### src/rtl/dwell_pkg.sv
package dwell_pkg;

  typedef enum logic [1:0] {
    SEC_I   = 2'd0,
    SEC_II  = 2'd1,
    SEC_III = 2'd2,
    SEC_IV  = 2'd3
  } section_e;

  typedef struct packed {
    logic wrap;
    logic divInit;
    logic divStep;
  } ctrl_strobe_t;

  function automatic logic signed [2:0] smallLevel(section_e sec);
    case (sec)
      SEC_I:   smallLevel = 3'sd1;
      SEC_II:  smallLevel = 3'sd0;
      SEC_III: smallLevel = 3'sd0;
      default: smallLevel = -3'sd1;
    endcase
  endfunction

  function automatic logic signed [2:0] largeLevel(section_e sec);
    case (sec)
      SEC_I:   largeLevel = 3'sd2;
      SEC_II:  largeLevel = 3'sd1;
      SEC_III: largeLevel = -3'sd1;
      default: largeLevel = -3'sd2;
    endcase
  endfunction

endpackage

### src/rtl/dwell_ctrl.sv
module dwell_ctrl
  import dwell_pkg::*;
#(
  parameter int PERIOD_CLKS = 3333,
  parameter int CNT_W       = 12,
  parameter int DIV_STEPS   = 28
) (
  input  logic         clk,
  input  logic         rst_n,
  output ctrl_strobe_t strobes,
  output logic         periodStart
);

  localparam logic [CNT_W-1:0] LAST_CNT = CNT_W'(PERIOD_CLKS - 1);
  localparam logic [CNT_W-1:0] STEP_END = CNT_W'(DIV_STEPS);

  logic [CNT_W-1:0] carrierCnt;

  always_ff @(posedge clk) begin
    if (!rst_n) begin
      carrierCnt <= '0;
    end else if (carrierCnt == LAST_CNT) begin
      carrierCnt <= '0;
    end else begin
      carrierCnt <= carrierCnt + 1'b1;
    end
  end

  always_comb begin
    strobes.wrap    = (carrierCnt == LAST_CNT);
    strobes.divInit = (carrierCnt == '0);
    strobes.divStep = (carrierCnt != '0) && (carrierCnt <= STEP_END);
    periodStart     = (carrierCnt == '0);
  end

endmodule

### src/rtl/dwell_datapath.sv
module dwell_datapath
  import dwell_pkg::*;
#(
  parameter int REF_W       = 16,
  parameter int DC_W        = 15,
  parameter int PERIOD_CLKS = 3333,
  parameter int CNT_W       = 12,
  parameter int NUM_W       = 28
) (
  input  logic                    clk,
  input  logic                    rst_n,
  input  ctrl_strobe_t            strobes,
  input  logic signed [REF_W-1:0] refVolt,
  input  logic        [DC_W-1:0]  dcLink,
  output logic signed [2:0]       levelCode,
  output logic        [1:0]       sectionId
);

  localparam int MAG_W = ((REF_W > DC_W) ? REF_W : DC_W) + 1;
  localparam logic [NUM_W-1:0] PERIOD_NUM = NUM_W'(PERIOD_CLKS);
  localparam logic [CNT_W-1:0] PERIOD_CNT = CNT_W'(PERIOD_CLKS);

  // Inputs held for the whole period
  logic signed [REF_W-1:0] refHold;
  logic        [DC_W-1:0]  dcHold;

  always_ff @(posedge clk) begin
    if (!rst_n) begin
      refHold <= '0;
      dcHold  <= '0;
    end else if (strobes.wrap) begin
      refHold <= refVolt;
      dcHold  <= dcLink;
    end
  end

  // Section decode and volt-second terms from the held inputs
  logic                    refNeg;
  logic signed [REF_W:0]   refWide;
  logic signed [REF_W:0]   refAbs;
  logic        [MAG_W-1:0] refMag;
  logic        [MAG_W-1:0] dcExt;
  logic        [MAG_W-1:0] halfExt;
  logic        [MAG_W-1:0] magSat;
  logic                    isOuter;
  logic        [DC_W-1:0]  residual;
  logic        [DC_W-1:0]  spanVal;
  logic        [NUM_W-1:0] numerator;
  section_e                newSection;

  always_comb begin
    refNeg   = refHold[REF_W-1];
    refWide  = REF_W'(refHold) == '0 ? '0 : {refHold[REF_W-1], refHold};
    refAbs   = refNeg ? -refWide : refWide;
    refMag   = MAG_W'($unsigned(refAbs));
    dcExt    = MAG_W'(dcHold);
    halfExt  = dcExt >> 1;
    isOuter  = (refMag > halfExt);
    magSat   = (refMag > dcExt) ? dcExt : refMag;
    if (isOuter) begin
      residual = DC_W'(dcExt - magSat);
      spanVal  = DC_W'(dcExt - halfExt);
    end else begin
      residual = DC_W'(halfExt - refMag);
      spanVal  = DC_W'(halfExt);
    end
    numerator = PERIOD_NUM * NUM_W'(residual) + NUM_W'(spanVal >> 1);
    case ({isOuter, refNeg})
      2'b10:   newSection = SEC_I;
      2'b00:   newSection = SEC_II;
      2'b01:   newSection = SEC_III;
      default: newSection = SEC_IV;
    endcase
  end

  // Serial restoring divider, one quotient bit per step
  logic [NUM_W-1:0] divNumQ;
  logic [DC_W-1:0]  divRem;
  logic [DC_W-1:0]  divDen;
  logic [DC_W:0]    remShift;
  logic             remFits;
  section_e         pendSection;
  logic             pendSpanZero;
  logic             pendOuter;

  always_comb begin
    remShift = {divRem, divNumQ[NUM_W-1]};
    remFits  = (remShift >= {1'b0, divDen});
  end

  always_ff @(posedge clk) begin
    if (!rst_n) begin
      divNumQ      <= '0;
      divRem       <= '0;
      divDen       <= '0;
      pendSection  <= SEC_II;
      pendSpanZero <= 1'b1;
      pendOuter    <= 1'b0;
    end else if (strobes.divInit) begin
      divNumQ      <= numerator;
      divRem       <= '0;
      divDen       <= spanVal;
      pendSection  <= newSection;
      pendSpanZero <= (spanVal == '0);
      pendOuter    <= isOuter;
    end else if (strobes.divStep) begin
      divNumQ <= {divNumQ[NUM_W-2:0], remFits};
      if (remFits) begin
        divRem <= DC_W'(remShift - {1'b0, divDen});
      end else begin
        divRem <= remShift[DC_W-1:0];
      end
    end
  end

  // Applied period: section and remaining small-level clocks
  logic [CNT_W-1:0] nextT1;
  section_e         actSection;
  logic [CNT_W-1:0] smallLeft;

  always_comb begin
    if (pendSpanZero) begin
      nextT1 = pendOuter ? '0 : PERIOD_CNT;
    end else if (divNumQ > PERIOD_NUM) begin
      nextT1 = PERIOD_CNT;
    end else begin
      nextT1 = CNT_W'(divNumQ);
    end
  end

  always_ff @(posedge clk) begin
    if (!rst_n) begin
      actSection <= SEC_II;
      smallLeft  <= PERIOD_CNT;
    end else if (strobes.wrap) begin
      actSection <= pendSection;
      smallLeft  <= nextT1;
    end else if (smallLeft != '0) begin
      smallLeft <= smallLeft - 1'b1;
    end
  end

  always_comb begin
    levelCode = (smallLeft != '0) ? smallLevel(actSection) : largeLevel(actSection);
    sectionId = actSection;
  end

endmodule

### src/rtl/fivelevel_dwell_gen.sv
module fivelevel_dwell_gen
  import dwell_pkg::*;
#(
  parameter int REF_W       = 16,
  parameter int DC_W        = 15,
  parameter int PERIOD_CLKS = 3333
) (
  input  logic                    clk,
  input  logic                    rst_n,
  input  logic signed [REF_W-1:0] refVolt,
  input  logic        [DC_W-1:0]  dcLink,
  output logic signed [2:0]       levelCode,
  output logic        [1:0]       sectionId,
  output logic                    periodStart
);

  localparam int CNT_W = $clog2(PERIOD_CLKS + 1);
  localparam int NUM_W = CNT_W + DC_W + 1;

  ctrl_strobe_t strobes;

  dwell_ctrl #(
    .PERIOD_CLKS(PERIOD_CLKS),
    .CNT_W      (CNT_W),
    .DIV_STEPS  (NUM_W)
  ) u_ctrl (
    .clk        (clk),
    .rst_n      (rst_n),
    .strobes    (strobes),
    .periodStart(periodStart)
  );

  dwell_datapath #(
    .REF_W      (REF_W),
    .DC_W       (DC_W),
    .PERIOD_CLKS(PERIOD_CLKS),
    .CNT_W      (CNT_W),
    .NUM_W      (NUM_W)
  ) u_dp (
    .clk      (clk),
    .rst_n    (rst_n),
    .strobes  (strobes),
    .refVolt  (refVolt),
    .dcLink   (dcLink),
    .levelCode(levelCode),
    .sectionId(sectionId)
  );

endmodule

### config.mk
export PLATFORM = sky130hd
export DESIGN_NAME = fivelevel_dwell_gen
export DESIGN_NICKNAME = d
export VERILOG_FILES = /design/src/rtl/dwell_pkg.sv /design/src/rtl/dwell_ctrl.sv /design/src/rtl/dwell_datapath.sv /design/src/rtl/fivelevel_dwell_gen.sv
export SDC_FILE = /design/constraint.sdc
export NUM_CORES = 1
export LEC_CHECK = 0
export BUFFER_PORTS_ARGS = -buffer_cell sky130_fd_sc_hd__buf_2
export CAP_MARGIN = 30
export CORE_MARGIN = 2
export CORE_UTILIZATION = 53
export CTS_BUF_LIST = sky130_fd_sc_hd__clkbuf_8
export DETAILED_ROUTE_END_ITERATION = 7
export PLACE_DENSITY = 0.67
export SLEW_MARGIN = 10
export SYNTH_ARGS = -nofsm -noshare
export SYNTH_HDL_FRONTEND = slang
export SYNTH_SLANG_ARGS = --single-unit
### constraint.sdc
create_clock -name clk -period 14.9 [get_ports clk]
set_input_delay 0.745 -clock clk [delete_from_list [all_inputs] [get_ports clk]]
set_output_delay 0.745 -clock clk [all_outputs]
set_load 0.01 [all_outputs]
== Yosys cells after proc, flatten, opt, wreduce, memory -nomap -nowiden ==
Index checks and enable logic that the tools add are counted.
Word-level totals
  register bits: 119
  bits of input ports: 33
  output and inout bits: 6
Cells by class
  add/sub/neg operators: 8
  multiply operators: 1
  $lt $le $gt $ge: 5
  equal/unequal tests: 5
  muxes and demuxes: 17
  bitwise gates (word level): 1
  reduce and logical (&&, ||, !) cells: 13
Operator list (number)
  12-bit two-way mux: 5
  15-bit two-way mux: 4
  28-bit two-way mux: 2
  17-bit two-way mux: 2
  15-bit subtractor: 2
  27-bit by 14-bit adder with 28-bit output: 1
  28-bit by 12-bit greater-than comparator with 1-bit output (second input constant): 1
  12-bit by 15-bit multiplier with 27-bit output (first input constant): 1
  12-bit nonzero test: 2
  17-bit by 14-bit greater-than comparator with 1-bit output: 1
  17-bit by 15-bit greater-than comparator with 1-bit output: 1
  17-bit negator: 1
  16-bit by 15-bit greater-or-equal comparator with 1-bit output: 1
  16-bit logical NOT: 1
  15-bit logical NOT: 1
  14-bit by 15-bit subtractor with 15-bit output: 1
  15-bit by 14-bit subtractor with 15-bit output: 1
  12-bit by 1-bit adder with 12-bit output (second input constant): 1
  12-bit equality test (second input constant): 1
  12-bit by 5-bit less-or-equal comparator with 1-bit output (second input constant): 1
  12-bit logical NOT: 1
  12-bit by 1-bit subtractor with 12-bit output (second input constant): 1
  3-bit case mux with 3 select lines: 1
  2-bit case mux with 3 select lines: 1
  other kinds (9): 15

== Logic depth before layout (Yosys ltp) ==
  depth in word-level cells: 11
  gate-level depth with buffers: 45

== Cells and area by module ==
Synthesis repeated with hierarchy kept, for this count alone.
Second synthesis, totals
  cells, all modules: 1528
  area total of the unflattened synthesis: 12613.3 sq um
By module, submodules not included
  dwell_datapath: instances 1, cells each 1457, area an instance 12009.0 sq um, seq. area each 2142.1 sq um
  dwell_ctrl: instances 1, cells each 71, area an instance 604.3 sq um, seq. area each 240.2 sq um

== Worst setup path before layout ==
OpenSTA, ideal clock, no wires.
  path type: register to register
  start: register u_dp.refHold[2]
  end: register u_dp.divNumQ[26]
  setup time: 79 ps
  arrival: 9537 ps
  required time: 14821 ps
  path slack: 5284 ps
  stages on the path, launching flop included: 44
  path buffers: 3
  period minus slack after synthesis: 9616 ps
  path through: dfxtp_1 or4_1 buf_2 or2_1 nor2_2 nand2_1 nand2_1 o21ai_0 ha_1 nor2b_1 o21ai_0 a21oi_1 nor3_1 o21ai_0 a22oi_1 clkbuf_1 clkbuf_1 o21ai_0 (+8 left out) ha_1 inv_1 fa_1 inv_1 ha_1 ha_1 inv_1 fa_1 inv_1 ha_1 o21ai_0 o21bai_1 a2111oi_0 o21ai_0 a31oi_1 o21ai_1 a211o_1 o211ai_1
On the way
  cells in the longest elaborated chain, start to end: 11
  elaborated cells on any way between the ends: 14
  those cells by class: 4 x add/sub; 1 x mul; 2 x order compare; 6 x mux; 1 x reduce/logical
RTL lines
  start: declaration: line dwell_datapath.sv:24  | logic signed [REF_W-1:0] refHold;
  start signal: assignment: line dwell_datapath.sv:32  | refHold <= refVolt;
  16-bit logical NOT: line dwell_datapath.sv:53  | refWide = REF_W'(refHold) == '0 ? '0 : {refHold[REF_W-1], refHold};
  17-bit two-way mux *: line dwell_datapath.sv:53
  17-bit negator: line dwell_datapath.sv:54  | refAbs = refNeg ? -refWide : refWide;
  17-bit two-way mux *: line dwell_datapath.sv:54
  17-bit by 15-bit greater-than comparator with 1-bit output: line dwell_datapath.sv:59  | magSat = (refMag > dcExt) ? dcExt : refMag;
  15-bit two-way mux: line dwell_datapath.sv:59
  15-bit subtractor: line dwell_datapath.sv:61  | residual = DC_W'(dcExt - magSat);
  15-bit two-way mux: line dwell_datapath.sv:60  | if (isOuter) begin
  12-bit by 15-bit multiplier with 27-bit output: line dwell_datapath.sv:67  | numerator = PERIOD_NUM * NUM_W'(residual) + NUM_W'(spanVal >> 1);
  27-bit by 14-bit adder with 28-bit output *: line dwell_datapath.sv:67
  28-bit two-way mux *: line dwell_datapath.sv:99  | end else if (strobes.divInit) begin
  end signal: assignment: line dwell_datapath.sv:100  | divNumQ <= numerator;
  end signal: assignment: line dwell_datapath.sv:107  | divNumQ <= {divNumQ[NUM_W-2:0], remFits};
  end: declaration: line dwell_datapath.sv:77  | logic [NUM_W-1:0] divNumQ;
Mark *: on every way between the ends. The rest lies on a longest branch, timed or not.
A chain may end at the register's enable or synchronous reset.

== Worst setup path in the final report ==
  start: register u_dp.refHold[2]
  end: register u_dp.divNumQ[27]
The elaborated chain is that of the path after synthesis.

==> results.sh <==
export IMPL_outcome="complete, no violations"
export IMPL_ys_async_sr_fraction=0
export IMPL_synth_edf_count=0
export IMPL_core_area_um2=23400
export IMPL_ctsResizeCount=0
export IMPL_drt_pass1_iterations=5
export IMPL_hold_viol_final=0
export IMPL_leakagePower_nw=6.61
export IMPL_grt_start_max_net_pins=83
export IMPL_postPlaceCellArea_um2=13100
export IMPL_switchingPower_mw=0.323
export IMPL_core_rowCount=56
export IMPL_ys_warn_count=0
export IMPL_max_freq_ghz=0.0971
export IMPL_crit_path_top_delay_cell="or4_1"
export IMPL_setup_tns_ps=0
export IMPL_route_vias_total=11300
export IMPL_htreeDepth=4
export IMPL_hold_depth=2
export IMPL_cts_tree="done"
export IMPL_finClkSkew_ps=17.2
export IMPL_hold_path_class="flop to flop"
export IMPL_drt_iter0_markers=745
export IMPL_chipWidth_um=158
export IMPL_cts_root_buf="clkbuf_8"
export IMPL_synth_seq_cells=119
export IMPL_endpoint_kind="flop"
export IMPL_routed_wl_um=33100
export IMPL_remaining_drc_errors=0
export IMPL_yosysSeqAreaShare=0.189
export IMPL_drv_cap=0
export IMPL_gp_congestion=0.924
export IMPL_antenna_found_initial=0
export IMPL_design_area_um2=13500
export IMPL_setup_viol_count_final=0
export IMPL_min_period_ps=10290
export IMPL_ys_types=74
export IMPL_cp_depth=43
export IMPL_rsz0062_at_grt="no"
export IMPL_slew_headroom=0.340
export IMPL_cts_setup_buffers=0
export IMPL_insertion_delay_ps=460
export IMPL_syn_cell_area_um2=12600
export IMPL_vias_per_cell=5.83
export IMPL_grt_pass1_vias=10900
export IMPL_grt_overflow_total=0
export IMPL_syn_area_per_cell_um2=7.96
export IMPL_path_buf_inv=5
export IMPL_cts_hold_buf=0
export IMPL_clkPwrFrac=0.349
export IMPL_path_max_fanout=29
export IMPL_cp_arrival_ps=10600
export IMPL_dp_hpwl_um=25800
export IMPL_wl_per_cell_um=17.1
export IMPL_max_stage_delay_ps=680
export IMPL_ios=39
export IMPL_globalRouteTotalUtil=0.275
export IMPL_syn_inst=1586
export IMPL_ir_drop_mv=0.0682
export IMPL_grt_pass1_wl_um=54600
export IMPL_combinationalPowerShare=0.270
export IMPL_p_seq_frac=0.381
export IMPL_required_ps=15210
export IMPL_synthFlopType="dfxtp_1"
export IMPL_die_y_um=158
export IMPL_syn_num_nets=1874
export IMPL_fin_crit_sh=0.691
export IMPL_syn2layout_area_growth_pct=6.96
export IMPL_critPathMostFrequentCell="ha_1"
export IMPL_powerDensity_nw_per_um2=67.6
export IMPL_final_nets=1891
export IMPL_crit_type="flop to flop"
export IMPL_cts_num_sinks=119
export IMPL_switching_share=0.353
export IMPL_intPower_mw=0.590
export IMPL_numPortBuffers=38
export IMPL_final_layout_size_suffix_gt1_frac=0.0693
export IMPL_slew_violations=0
export IMPL_initial_core_util=0.539
export IMPL_ant_nets=0
export IMPL_die_area_um2=25100
export IMPL_worst_slew_pin_slew_ps=963
export IMPL_worstSetupStartpointType="flop"
export IMPL_cts_buffer_depth=2
export IMPL_path_clk_slew_ps=90
export IMPL_n_antenna_cell=0
export IMPL_r2r_cells=43
export IMPL_cts_made_buffers=17
export IMPL_crit_family="compound AO/OA/AOI/OAI gates"
==> cell usage in the layout (no fill, tap or decap), types with 14 or more instances in the layout <==
master / n
o21a_1: 15
mux2i_1: 22
fa_1: 39
a21o_1: 24
nand3_1: 34
xor2_1: 38
clkbuf_8: 17
dfxtp_1: 119
ha_1: 216
a211oi_1: 32
nand2_1: 158
inv_1: 175
a31oi_1: 22
nor3_1: 25
o21ai_0: 67
xnor2_1: 49
nor2_1: 117
o22ai_1: 17
nor4_1: 14
and3_1: 25
a21oi_1: 130
buf_2: 39
or3_1: 14
==> final timing paths <==
path	from	endpoint	slack, ps
max reg2reg	u_dp.refHold[2]	u_dp.divNumQ[27]	4610
min reg2reg	u_dp.divDen[14]	u_dp.divDen[14]	460
min	u_dp.divDen[14]	u_dp.divDen[14]	460
max	u_dp.refHold[2]	u_dp.divNumQ[27]	4610
==> stage by stage <==
stage	power, mW	util	hold slack (ps)	instances	setup slack [ps]
after floorplan	0.547	-	434	1586	5280
after global placement	0.597	0.558	442	1900	4770
after detailed placement	0.599	0.559	447	1902	4520
after CTS	0.917	0.576	459	1934	4470
after global routing	0.960	0.577	482	1935	3740
final	0.912	0.577	456	1935	4610
==> tightest hold or removal path, stage by stage (launching register included) <==
cell     delay [ps]
dfxtp_1         310
nand2_1          50
a21oi_1          50
==> final cells by class <==
| cell class | instances | area, µm² |
|---|---|---|
| clock buffer | 17 | 234 |
| clock inverter | 15 | 168 |
| fill | 2274 | 9900 |
| inverter | 178 | 671 |
| multi-input combinational | 1237 | 9350 |
| sequential | 119 | 2380 |
| tap | 319 | 399 |
| timing repair buffer | 50 | 290 |
==> cell usage after synthesis, drive strengths merged, types with 16 or more instances <==
master  instances  area (µm²)
a21oi         131         667
inv           177         667
a211oi         32         240
nor2          118         445
dfxtp         119        2380
nand2         158         593
nand3          34         170
o22ai          17         106
and3           25         156
mux2           16         180
xnor2          49         429
nor3           26         130
xor2           38         333
a31oi          24         171
o21ai          70         350
clkbuf         41         154
fa             39         781
ha            216        2700
a21o           24         180
mux2i          23         234
==> state kept, by name, summed over array words and instances, names as in the netlist <==
signal / cells
u_ctrl.carrierCnt: 12
u_dp.dcHold: 15
u_dp.divDen: 15
u_dp.divNumQ: 28
u_dp.divRem: 15
u_dp.pendOuter: 1
u_dp.pendSection: 2
u_dp.pendSpanZero: 1
u_dp.refHold: 16
u_dp.sectionId: 2
u_dp.smallLeft: 12
==> power by group through the flow <==
stage          sequential (mW)  combinational (mW)  clock, mW
5_1_grt                  0.350               0.276      0.334
2_1_floorplan            0.350               0.196          0
6_report                 0.348               0.246      0.318
3_5_place_dp             0.355               0.244          0
3_3_place_gp             0.354               0.243          0
4_1_cts                  0.348               0.246      0.324
==> cell families (layout without fill, tap and decap cells) <==
family	Yosys count	in the layout	share of synthesized area
AND/OR/NAND/NOR	458	458	0.169
AO/OA/AOI/OAI	398	398	0.202
adder cells (fa/ha/maj)	255	255	0.276
buffers and inverters	230	260	0.0707
flip-flops	119	119	0.189
XOR/XNOR	87	87	0.0604
multiplexers	39	39	0.0328
==> metal layers <==
layer	wire length [µm]	global-route usage	up-vias
li1	-	-	5624
met1	16100	0.382	5362
met2	14900	0.463	271
met3	1800	0.0348	27
met4	408	0.0463	0
met5	0	0	-
Power figures use the tool's default switching activity.
